`src/rtl/tmr_pkg.sv`:
```
package tmr_pkg;
  localparam int SHIFT_W = 3;
  localparam int CFG_W   = 4;
  localparam logic [CFG_W-1:0] CFG_MASK = 4'hB;

  localparam logic [1:0] ADDR_INIT = 2'd0;
  localparam logic [1:0] ADDR_CUR  = 2'd1;
  localparam logic [1:0] ADDR_DIV  = 2'd2;
  localparam logic [1:0] ADDR_RSV  = 2'd3;

  // Shift amount: {cfg3,cfg1,cfg0} + 1, wrapping in 3 bits
  function automatic logic [SHIFT_W-1:0] cfg_to_shift(input logic [CFG_W-1:0] cfg);
    logic [SHIFT_W-1:0] raw;
    raw = {cfg[3], cfg[1], cfg[0]};
    return raw + 3'd1;
  endfunction
endpackage

```
`src/rtl/tmr_regs.sv`:
```
module tmr_regs
  import tmr_pkg::*;
#(
  parameter int CNT_W = 32
) (
  input  logic               clk,
  input  logic               rst,
  input  logic               wr_en,
  input  logic [1:0]         wr_addr,
  input  logic [CNT_W-1:0]   wr_data,
  input  logic [1:0]         rd_addr,
  input  logic [CNT_W-1:0]   cur_cnt,
  output logic [SHIFT_W-1:0] shift,
  output logic               load,
  output logic [CNT_W-1:0]   load_val,
  output logic [CNT_W-1:0]   rd_data
);
  logic [CFG_W-1:0] div_cfg;
  logic [CNT_W-1:0] init_q;

  assign load     = wr_en && (wr_addr == ADDR_INIT);
  assign load_val = wr_data;
  assign shift    = cfg_to_shift(div_cfg);

  always_ff @(posedge clk) begin
    if (rst) begin
      div_cfg <= '0;
      init_q  <= '0;
    end else if (wr_en) begin
      if (wr_addr == ADDR_DIV)  div_cfg <= wr_data[CFG_W-1:0] & CFG_MASK;
      if (wr_addr == ADDR_INIT) init_q  <= wr_data;
    end
  end

  always_ff @(posedge clk) begin
    if (rst) begin
      rd_data <= '0;
    end else begin
      case (rd_addr)
        ADDR_INIT: rd_data <= init_q;
        ADDR_CUR:  rd_data <= cur_cnt;
        ADDR_DIV:  rd_data <= {{(CNT_W-CFG_W){1'b0}}, div_cfg};
        default:   rd_data <= '0;
      endcase
    end
  end
endmodule

```
`src/rtl/tmr_prescale.sv`:
```
module tmr_prescale
  import tmr_pkg::*;
#(
  parameter int PRE_W = (1 << SHIFT_W) - 1
) (
  input  logic               clk,
  input  logic               rst,
  input  logic               load,
  input  logic               running,
  input  logic [SHIFT_W-1:0] shift,
  output logic               tick
);
  logic [PRE_W-1:0] pre;
  logic [PRE_W-1:0] reload;

  // divisor minus one, taken from the live configuration
  assign reload = ~({PRE_W{1'b1}} << shift);
  assign tick   = running && !load && (pre == '0);

  always_ff @(posedge clk) begin
    if (rst)                pre <= '0;
    else if (load)          pre <= reload;
    else if (running) begin
      if (pre == '0)        pre <= reload;
      else                  pre <= pre - 1'b1;
    end
  end

  // between wraps the prescaler only steps down by one
  p_pre_step_r9: assert property (@(posedge clk) disable iff (rst)
    (running && !load && !tick) |=> (pre == $past(pre) - 1'b1));
endmodule

```
`src/rtl/tmr_counter.sv`:
```
module tmr_counter #(
  parameter int CNT_W = 32
) (
  input  logic             clk,
  input  logic             rst,
  input  logic             load,
  input  logic [CNT_W-1:0] load_val,
  input  logic             tick,
  output logic [CNT_W-1:0] cnt,
  output logic             running,
  output logic             expire
);
  assign running = (cnt != '0);

  always_ff @(posedge clk) begin
    if (rst) begin
      cnt    <= '0;
      expire <= 1'b0;
    end else begin
      expire <= 1'b0;
      if (load) begin
        cnt <= load_val;
      end else if (tick) begin
        cnt <= cnt - 1'b1;
        if (cnt == {{(CNT_W-1){1'b0}}, 1'b1}) expire <= 1'b1;
      end
    end
  end

  p_hold_between_ticks_r5: assert property (@(posedge clk) disable iff (rst)
    (!load && !tick) |=> $stable(cnt));
  p_expire_from_one_r7: assert property (@(posedge clk) disable iff (rst)
    $rose(expire) |-> ($past(cnt) == {{(CNT_W-1){1'b0}}, 1'b1} && cnt == '0));
  p_single_pulse_r7: assert property (@(posedge clk) disable iff (rst)
    expire |=> !expire);
  p_zero_load_r8: assert property (@(posedge clk) disable iff (rst)
    (load && load_val == '0) |=> (cnt == '0 && !expire));
endmodule

```
`src/rtl/divcount_timer.sv`:
```
module divcount_timer
  import tmr_pkg::*;
#(
  parameter int CNT_W = 32
) (
  input  logic             clk,
  input  logic             rst,
  input  logic             wr_en,
  input  logic [1:0]       wr_addr,
  input  logic [CNT_W-1:0] wr_data,
  input  logic [1:0]       rd_addr,
  output logic [CNT_W-1:0] rd_data,
  output logic             expire
);
  localparam int PRE_W = (1 << SHIFT_W) - 1;

  logic [SHIFT_W-1:0] shift;
  logic               load;
  logic [CNT_W-1:0]   load_val;
  logic [CNT_W-1:0]   cnt;
  logic               running;
  logic               tick;

  tmr_regs #(.CNT_W(CNT_W)) u_regs (
    .clk(clk), .rst(rst), .wr_en(wr_en), .wr_addr(wr_addr), .wr_data(wr_data),
    .rd_addr(rd_addr), .cur_cnt(cnt), .shift(shift), .load(load),
    .load_val(load_val), .rd_data(rd_data)
  );

  tmr_prescale #(.PRE_W(PRE_W)) u_pre (
    .clk(clk), .rst(rst), .load(load), .running(running), .shift(shift), .tick(tick)
  );

  tmr_counter #(.CNT_W(CNT_W)) u_cnt (
    .clk(clk), .rst(rst), .load(load), .load_val(load_val), .tick(tick),
    .cnt(cnt), .running(running), .expire(expire)
  );

  // a load replaces the count on the next edge, whatever was running
  p_load_restart_r3: assert property (@(posedge clk) disable iff (rst)
    load |=> (cnt == $past(wr_data)));
  // a write to the read-only address leaves the count alone between ticks
  p_cur_write_ignored_r6: assert property (@(posedge clk) disable iff (rst)
    (wr_en && wr_addr == ADDR_CUR && !tick) |=> $stable(cnt));
endmodule

```
`config.mk`:
```
export PLATFORM = sky130hd
export DESIGN_NAME = divcount_timer
export DESIGN_NICKNAME = d
export VERILOG_FILES = /design/src/rtl/tmr_pkg.sv /design/src/rtl/tmr_regs.sv /design/src/rtl/tmr_prescale.sv /design/src/rtl/tmr_counter.sv /design/src/rtl/divcount_timer.sv
export SDC_FILE = /design/constraint.sdc
export NUM_CORES = 1
export LEC_CHECK = 0
export BUFFER_PORTS_ARGS = -buffer_cell sky130_fd_sc_hd__buf_2
export CELL_PAD_IN_SITES_DETAIL_PLACEMENT = 1
export CELL_PAD_IN_SITES_GLOBAL_PLACEMENT = 1
export CORE_ASPECT_RATIO = 0.5
export CORE_UTILIZATION = 40
export CTS_CLUSTER_SIZE = 25
export DETAILED_ROUTE_END_ITERATION = 10
export PLACE_DENSITY = 0.83
export SLEW_MARGIN = 20
export SYNTH_ARGS = -nofsm -noshare
export SYNTH_HDL_FRONTEND = slang
export SYNTH_HIERARCHICAL = 1
export SYNTH_SLANG_ARGS = --single-unit
```
`constraint.sdc`:
```
create_clock -name clk -period 3.15 [get_ports clk]
set_input_delay 0 -clock clk [delete_from_list [all_inputs] [get_ports clk]]
set_output_delay 0 -clock clk [all_outputs]
set_load 0.005 [all_outputs]
```
# --- After elaboration in Yosys (flattened, before gate mapping) ---
# Index checks and enable logic that the tools add are counted.
totals:
  register_bits: 107
  input_bits: 39
  output_inout_bits: 33
  elab_cells: 36
classes:
  addsub: 3
  n_eq_ne: 4
  n_shift: 1
  n_mux: 7
  n_bitwise: 2
  reduce_logical: 13
op_table:
  columns: ["op", "n"]
  rows:
  - ["one-hot mux 32 bit (3 select lines)", 1]
  - ["two-way mux 32 bit", 2]
  - ["equality test 32 x 1 -> 1 bit, second input constant", 1]
  - ["nonzero test 32 bit", 1]
  - ["subtractor 32 x 1 -> 32 bit, second input constant", 1]
  - ["two-way mux 7 bit", 3]
  - ["zero test 7 bit", 1]
  - ["NOT 7 bit", 1]
  - ["left shift 7 x 3 -> 7 bit, first input constant", 1]
  - ["subtractor 7 x 1 -> 7 bit, second input constant", 1]
  - ["equality test 2 bit, second input constant", 2]
  - ["zero test 2 bit", 2]
  - ["AND reduction 2 bit", 2]
  - ["nonzero test 2 bit", 2]
  - ["adder 3 x 1 -> 3 bit, second input constant", 1]
  - ["logical AND 1 bit", 3]
  - ["OR reduction 3 bit", 1]
  - ["equality test 2 x 1 -> 1 bit, second input constant", 1]
  - ["zero test 1 bit", 1]
  - ["two-way mux 1 bit", 1]
  - ["NOT 1 bit", 1]

# --- Logic depth before layout (Yosys ltp) ---
# Gate-level depths: netlist of the first run.
logic_depth:
  ltp_word: 7
  mapped_depth: 12
  mapped_depth_nobuf: 9

# --- By module ---
# Netlist of the first run, hierarchy kept.
modules_own_cells:
  columns: ["module", "instances", "cells_each", "area_per_inst_um2", "seq_area_each_um2"]
  rows:
  - ["tmr_regs", 1, 291, 2997.9, 1341.3]
  - ["tmr_counter", 1, 233, 1943.1, 660.6]
  - ["tmr_prescale", 1, 68, 524.3, 140.1]

# --- Least setup slack after synthesis of the first run ---
# OpenSTA, ideal clock, no wires.
synth_timing:
  path_type: "register to register"
  start: "register u_cnt.cnt[21]"
  end: "register u_cnt.cnt[24]"
  setup_ns: 0.112
  arrival_ns: 2.878
  t_required_ns: 3.038
  setup_slack_ns: 0.160
  stages_incl_launch_ff: 13
  path_buffers: 3
  period_less_slack_ns: 2.990
  path_cell_list: "dfxtp_1 > nor4_1 > nand3_1 > nor3_1 > nand2_1 > clkbuf_1 > and3_1 > buf_2 > and4bb_2 > nand4_2 > buf_2 > nor4_1 > a2111oi_1"
synth_via:
  elab_chain_len: 4
  word_cells_on_any_way: 7
  cone_classes: "add/sub: 1; mux: 2; reduce/logical: 4"
synth_rtl:
  columns: ["element", "line", "text"]
  rows:
  - ["from (decl)", "tmr_counter.sv:9", "output logic [CNT_W-1:0] cnt,"]
  - ["from (signal assigned)", "tmr_counter.sv:22", "cnt <= load_val;"]
  - ["from (signal assigned)", "tmr_counter.sv:24", "cnt <= cnt - 1'b1;"]
  - ["nonzero test 32 bit", "tmr_counter.sv:13", "assign running = (cnt != '0);"]
  - ["via running", "divcount_timer.sv:21", "logic running;"]
  - ["logical AND 1 bit (2 in a row)", "tmr_prescale.sv:18", "assign tick = running && !load && (pre == '0);"]
  - ["via tick", "divcount_timer.sv:22", "logic tick;"]
  - ["nonzero test 2 bit (no source line)", null, null]
# The timed path passes the listed nets, and every way through them passes these cells. The select of a mux whose other input is x is not followed.
# A chain may end at the register's enable or synchronous reset.

# --- Worst setup path after layout of the first run ---
layout_timing:
  start: "register u_cnt.cnt[12]"
  end: "register u_cnt.cnt[14]"
# Same word-level chain as after synthesis.

==> key figures, run 1 <==
Pwr
  • Net Switching: ~1.7 mW
  • Max VDD drop: 0.2829 mV
  • Comb power frac: 36.5%
  • Total power: 4.578 mW
  • Pwr dens: 721.7 mW/mm2
  • Net Sw Frac: between 30% and 40%
  • Clock power frac: 25.4%
  • Internal: 2.913 mW
  • P_leak: 2.546 nW
  • Flop pwr share: 38.1%

Route
  • DRT antenna net count: 0
  • Per-cell routed wire length: 18.25 um
  • DR iter-0 viols: 384
  • Via Count: roughly 4600
  • DR DRC count: 0
  • DR pass1 iterations: 4
  • WL final: 15.13 mm
  • Avg Vias per Cell: ~5.6

Timing
  • FMAX: 340.3 MHz
  • Fin crit period: 2939 ps
  • Pins Over Slew Limit: 0
  • WHS: 49.05 ps
  • Worst Max-Slew Pin Slew: 1107 ps
  • Clk_skew: 8.516 ps
  • Sum Neg Setup Slack: 0 ps
  • RSZ-0062 raised after global routing: false
  • Rel. slew slack: 26.22%
  • Hold Fails Final Rpt: 0
  • Setup WS post-layout: roughly 210 ps
  • Part of the cycle the worst path needs: 93.30%
  • Setup-failing EPs final: 0

Synth
  • Ys Warns: 6
  • Register bit total from synthesis: 107
  • Asr flop ratio synth: 0%
  • Post-synth top area share: 39.19%
  • Seq/Total Area, Yosys: 39.19%
  • Syn_area_per_cell: 9.232 um2
  • Area leader, netlist: dfxtp_1
  • Cells after synthesis: around 590
  • Post-synth EDFFs: 0
  • Synthesized area: 0.005465 mm2
  • Post-synth net total: 636
  • Synth area leaders: dfxtp_1 (39%), mux2i_1 (12%), nand2b_1 (8.0%)
  • Most used DFF post-synth: dfxtp_1
  • Distinct cell type count after synthesis: 66

Setup path
  • Worst path bufs/invs: 1
  • R2R depth: 10
  • Crit path depth: 10
  • Worst stage delay on the critical path: 390 ps
  • Critical path's top delay family: simple AND/OR/NAND/NOR gates
  • Internal reg-to-reg setup slack: 210 ps
  • Worst EP required: 3390 ps
  • CP startpoint kind: register
  • Critical path's most frequent cell: nand2_1
  • Worst path slowest cell: dfxtp_1
  • Crit path kind: reg2reg
  • Crit-path max FO: 6
  • WP data arrival: between 3000 and 4000 ps
  • Worst-path cell chain: nor4_2 > nand4_1 > nor3_1 > nand2_1 > and3_1 > and4bb_2 > buf_4 > nand2_1 > o21ai_0 > a311oi_1
  • Element type at the critical path end: register

CTS
  • Clock latency on the worst-skew pair: about 350 ps
  • CTS Buf Count: 9
  • CTS H-tree lvls: 3
  • Setup bufs post-CTS: 0
  • Max clock buf depth: 2
  • # hold bufs at CTS: 32
  • Post_cts resized: 0
  • Clock transition at path regs: 70 ps
  • CTS tree: yes
  • Clock sinks: 107
  • Clk root buf: clkbuf_16

Hold path
  • Hold path cells: 3
  • Worst min-delay path class: in2reg

GRT
  • GR Util All Layers: 21.99%
  • First-pass GRT wire length: 24.81 mm
  • Vias in the first global route: 4851
  • Number of antenna violations at the first check in global routing: 0
  • Largest net degree at the start of global routing: 74
  • Total congestion overflow: 0

Placement
  • Final Wtd Congestion: 0.7882
  • Detailed Place HPWL: 9.091 mm
  • DP Worst Slack: 350.6 ps
  • Port buffer count: 71

Floorplan
  • Die width: 167.3 um
  • Overall die area: 0.01416 mm2
  • Chip height: 84.66 um
  • Core ar.: between 0.01 and 0.015 mm2
  • # IOs: 72
  • Initial Util: between 40% and 50%
  • FP Rows: 29

Job
  • Max-Cap Viols: 0

Cells and area
  • Share of layout cells above drive strength 1: a little under a fifth
  • Area Overhead vs Synth: 16.05%
  • ANT cells: 0
  • Layout Nets: 698

Outcome
  • Status: finished, final reports clean
## final timing paths
check,start,endpoint
setup / recovery,u_cnt/cnt[12]$_SDFFE_PP0P_,u_cnt/cnt[14]$_SDFFE_PP0P_
hold / removal,rd_addr[1],u_regs/rd_data[0]$_SDFF_PP0_
setup reg to reg,u_cnt/cnt[12]$_SDFFE_PP0P_,u_cnt/cnt[14]$_SDFFE_PP0P_
hold reg to reg,u_regs/init_q[17]$_SDFFE_PP0P_,u_regs/init_q[17]$_SDFFE_PP0P_
## cell families after synthesis
kind of cell	synth area share [%]
flops	39.19
fa+ha+maj	1.145
xor+xnor	1.763
buf+inv	8.974
simple gates	25.41
compound gates	11.06
mux	12.45
## cells in the mapped netlist, types with 10 or more instances
cell	count
or4_1	15
nor2_1	71
a311oi_1	15
nand2_1	15
a211oi_1	10
dfxtp_1	107
buf_4	36
mux2i_1	68
clkbuf_1	20
o31ai_1	11
nand3_1	12
nand2b_1	70
a21oi_1	11
## placed cells by master (no fill, tap or decap), types with 9 or more instances in the layout
| cell | instances |
|---|---|
| nor2_1 | 71 |
| clkbuf_16 | 9 |
| a311oi_1 | 15 |
| or4_1 | 15 |
| a211oi_1 | 10 |
| mux2i_1 | 68 |
| nand3_1 | 12 |
| nand2b_1 | 70 |
| o31ai_1 | 11 |
| nand2_1 | 15 |
| dlygate4sd3_1 | 32 |
| buf_4 | 18 |
| dfxtp_1 | 107 |
| nor3_1 | 9 |
| a21oi_1 | 11 |
| buf_2 | 71 |
## sequential cells by signal (all words and copies together), names as in the netlist
register and cells:
u_cnt/cnt 32, u_cnt/expire 1, u_pre/pre 7, u_regs/div_cfg 3, u_regs/init_q 32, u_regs/rd_data 32
## metrics by stage
step,utilization [%],std cells,instance area (um2)
after floorplan,-,592,5465
after global placement,44.02,781,5718
after detailed placement,44.02,781,5718
after CTS,48.82,829,6342
after global routing,48.82,829,6342
final,48.82,829,6342
## final cells by class
| class | instances | area (um2) |
|---|---|---|
| fill | 1507 | 6648 |
| sequential | 107 | 2142 |
| timing repair buffer | 121 | 810.8 |
| multi-input combinational | 406 | 2839 |
| inverter | 9 | 33.78 |
| clock buffer | 11 | 242.7 |
| clock inverter | 5 | 61.31 |
| tap | 170 | 212.7 |
## power groups by stage
stage          clock (mW)  sequential [mW]  combinational, mW
2_1_floorplan           0             1.71               1.14
3_3_place_gp            0             1.75               1.50
3_5_place_dp            0             1.77               1.56
4_1_cts              1.19             1.74               1.63
5_1_grt              1.24             1.77               1.80
6_report             1.16             1.75               1.67
## worst reg2reg max path, cell delays in order (launching register included)
cell and delay, ps:
dfxtp_1 390, nor4_2 390, nand4_1 220, nor3_1 370
nand2_1 130, and3_1 230, and4bb_2 270, buf_4 170
nand2_1 170, o21ai_0 160, a311oi_1 340
## per-layer routing
| layer | wire length, um | up-vias | share of wire [%] | GRT usage (%) |
|---|---|---|---|---|
| met2 | 7527 | 116 | 50 | 39.32 |
| met4 | 189 | 0 | 1.2 | 6.839 |
| met1 | 6676 | 2292 | 44 | 26.49 |
| met5 | 0 | - | 0 | 0 |
| met3 | 738 | 13 | 4.9 | 4.762 |
| li1 | - | 2196 | - | - |
(Power assumes the default switching activity.)
==> run 2, diff against run 1 <==
--- a/config.mk
+++ b/config.mk
@@ -9,12 +9,11 @@
 export CELL_PAD_IN_SITES_DETAIL_PLACEMENT = 1
 export CELL_PAD_IN_SITES_GLOBAL_PLACEMENT = 1
 export CORE_ASPECT_RATIO = 0.5
-export CORE_UTILIZATION = 40
+export CORE_UTILIZATION = 39
 export CTS_CLUSTER_SIZE = 25
 export DETAILED_ROUTE_END_ITERATION = 10
 export PLACE_DENSITY = 0.83
 export SLEW_MARGIN = 20
 export SYNTH_ARGS = -nofsm -noshare
 export SYNTH_HDL_FRONTEND = slang
-export SYNTH_HIERARCHICAL = 1
 export SYNTH_SLANG_ARGS = --single-unit
==> run 2 against run 1 <==
Net effect: global-route usage rose by 2.8 points; routed wire length is 7.9% higher; via count grew 7.1%; clock skew is essentially flat; clock-buffer cell count unchanged; area after synthesis decreased by 8.1%; first-iteration DRC count down 10%; design area shrank 3.8%; die area decreased by 5.6%; worst hold slack improved by 91 ps; critical path depth shrank 6; synthesized cell count is 0.84% higher; largest power group is now combinational logic; highest routed layer unchanged.
==> key figures, run 2 <==
Timing
  • FMAX: 364.1 MHz
  • Part of the cycle the worst path needs: 87.19%
  • Clk_skew: between 8 and 9 ps
  • Sum Neg Setup Slack: 0 ps
  • Worst Max-Slew Pin Slew: 1065 ps
  • RSZ-0062 raised after global routing: false
  • Rel. slew slack: between 20% and 30%
  • Pins Over Slew Limit: 0
  • Fin crit period: 2746 ps
  • Setup-failing EPs final: 0
  • Hold Fails Final Rpt: 0

GRT
  • Largest net degree at the start of global routing: 66
  • First-pass GRT wire length: between 20 and 30 mm
  • Number of antenna violations at the first check in global routing: 0
  • Vias in the first global route: slightly below 5000
  • Total congestion overflow: 0
  • GR Util All Layers: approximately 25%

Floorplan
  • Core ar.: between 0.01 and 0.015 mm2
  • Die width: 162.5 um
  • Overall die area: approximately 0.013 mm2
  • Initial Util: between 40% and 50%
  • # IOs: 72
  • Chip height: 82.27 um
  • FP Rows: 28

Synth
  • Distinct cell type count after synthesis: 57
  • Synthesized area: 0.005025 mm2
  • Syn_area_per_cell: 8.417 um2
  • Count leader, synth: dfxtp_1
  • Post-synth net total: 643
  • Asr flop ratio synth: 0%
  • Post-synth top area share: between 40% and 50%
  • Area leader, netlist: dfxtp_1
  • Cells after synthesis: about 600
  • Post-synth EDFFs: 0
  • Synth top cells by count: dfxtp_1 (107), nand2_1 (74), a21oi_1 (67)
  • Ys Warns: 0
  • Synth area leaders: dfxtp_1 (43%), mux2i_1 (7.0%), a21oi_1 (6.7%)
  • Most used DFF post-synth: dfxtp_1
  • Register bit total from synthesis: ~110
  • Seq/Total Area, Yosys: roughly 43%

CTS
  • CTS Buf Count: 9
  • Clk root buf: clkbuf_16
  • Clock transition at path regs: 70 ps
  • CTS tree: yes
  • Clock sinks: 107
  • Max clock buf depth: 2
  • Setup bufs post-CTS: 0
  • Clock latency on the worst-skew pair: 350 ps
  • CTS H-tree lvls: 3

Route
  • Per-cell routed wire length: 19.28 um
  • WL final: 16.33 mm
  • DR iter-0 viols: 345
  • Avg Vias per Cell: 5.836
  • Via Count: around 4900
  • DR pass1 iterations: 5
  • DRT antenna net count: 0
  • DR DRC count: 0

Pwr
  • Total power: roughly 6.8 mW
  • P_leak: 2.405 nW
  • Pwr dens: 1109 mW/mm2
  • Max VDD drop: 0.5326 mV

Cells and area
  • Most frequent cells in the layout: dfxtp_1 (107), nand2_1 (74), buf_2 (71)
  • ANT cells: 0
  • Layout Nets: 723
  • Area Overhead vs Synth: 21.39%
  • Commonest non-fill, non-tap cell in the layout: dfxtp_1
  • Largest regs: u_cnt.cnt x32, u_regs.init_q x32, u_regs.rd_data x32
  • Share of layout cells above drive strength 1: 17.01%

Setup path
  • Element type at the critical path end: register
  • CP startpoint kind: register
  • Crit path kind: reg2reg
  • Worst EP required: 3390 ps
  • Worst path slowest cell: o21ai_4
  • Worst-path cell chain: or4_1 > o21ai_4 > nand2_1 > o31ai_1
  • Crit-path max FO: 28
  • Worst stage delay on the critical path: 640 ps
  • WP data arrival: 2990 ps

Placement
  • Final Wtd Congestion: about 0.84
  • Port buffer count: 71
  • Detailed Place HPWL: 10.20 mm

Hold path
  • Worst min-delay path class: in2reg

Job
  • Max-Cap Viols: 0

Outcome
  • Status: finished, final reports clean
[run 2: cell types whose count changed after synthesis, moves of 9 or more]
cell	delta
o31ai_1	+19
buf_4	-35
a21oi_1	+56
nor2_1	-10
nand2_1	+59
clkbuf_1	+11
nand2b_1	-67
nand3_1	+12
a211oi_1	-9
a311oi_1	-15
mux2i_1	-33
[run 2: cell families (layout without fill, tap and decap cells)]
kind of cell | after synthesis | count (layout) | synth area share, %
compound gates | 169 | 169 | 22.34
fa+ha+maj | 7 | 7 | 1.743
flops | 107 | 107 | 42.63
mux | 36 | 36 | 7.196
simple gates | 218 | 218 | 21.12
xor+xnor | 1 | 1 | 0.1743
buf+inv | 59 | 144 | 4.806
[run 2: final cells by class]
type / instances / area (um2)
Inverter: 12 / 45.04
Fill cell: 1477 / 6092
Clock buffer: 11 / 232.7
Timing Repair Buffer: 116 / 773.2
Sequential cell: 107 / 2142
Clock inverter: 5 / 37.54
Tap cell: 165 / 206.4
Multi-Input combinational cell: 431 / 2663
[run 2: final timing paths]
check / slack (ps) / start / end / cells past startpoint
max: 400 / u_pre.pre[3]$_SDFFE_PP0P_ / u_cnt.cnt[14]$_SDFFE_PP0P_ / 4
min: 140 / rd_addr[1] / u_regs.rd_data[0]$_SDFF_PP0_ / 4
max reg2reg: 400 / u_pre.pre[3]$_SDFFE_PP0P_ / u_cnt.cnt[14]$_SDFFE_PP0P_ / 4
min reg2reg: 460 / u_regs.init_q[26]$_SDFFE_PP0P_ / u_regs.init_q[26]$_SDFFE_PP0P_ / 2
[run 2: routing by layer]
metal | vias up | GRT usage (%) | part of all wire, %
li1 | 2356 | - | -
met2 | 179 | 41.84 | 45
met5 | - | 0 | 0
met4 | 0 | 7.075 | 0.98
met3 | 16 | 4.396 | 6.3
met1 | 2392 | 32.92 | 48
[run 2: critical path, delay by kind of cell, from the launching register on]
kind            cells  cell delay (ps)
compound gates      2             1080
simple gates        2             1190
flops               1              360
[run 2: power breakdown]
part | switching (mW) | internal [mW] | leakage (nW)
Combinational | 2.52 | 1.27 | 1.41
Clock | 0.527 | 0.541 | 0.126
Sequential | 0.316 | 1.59 | 0.869
Total | 3.37 | 3.40 | 2.41
[run 2: what timing repair did]
action                    4_1_cts  5_1_grt
hold buffers                   32        0
hold endpoints to repair       39        0
gates resized for setup         0        0
[run 2: stage by stage]
stage	worst slack [ps]	utilization (%)	hold slack, ps	area, um2	std cells
after global routing	309.1	50.03	199.6	6100	847
final	403.6	50.03	139.7	6100	847
after CTS	64.58	49.97	125.2	6092	847
after floorplan	1000	-	136.0	5025	597
after detailed placement	162.8	45.13	258.5	5502	799
after global placement	269.1	45.13	245.1	5502	799
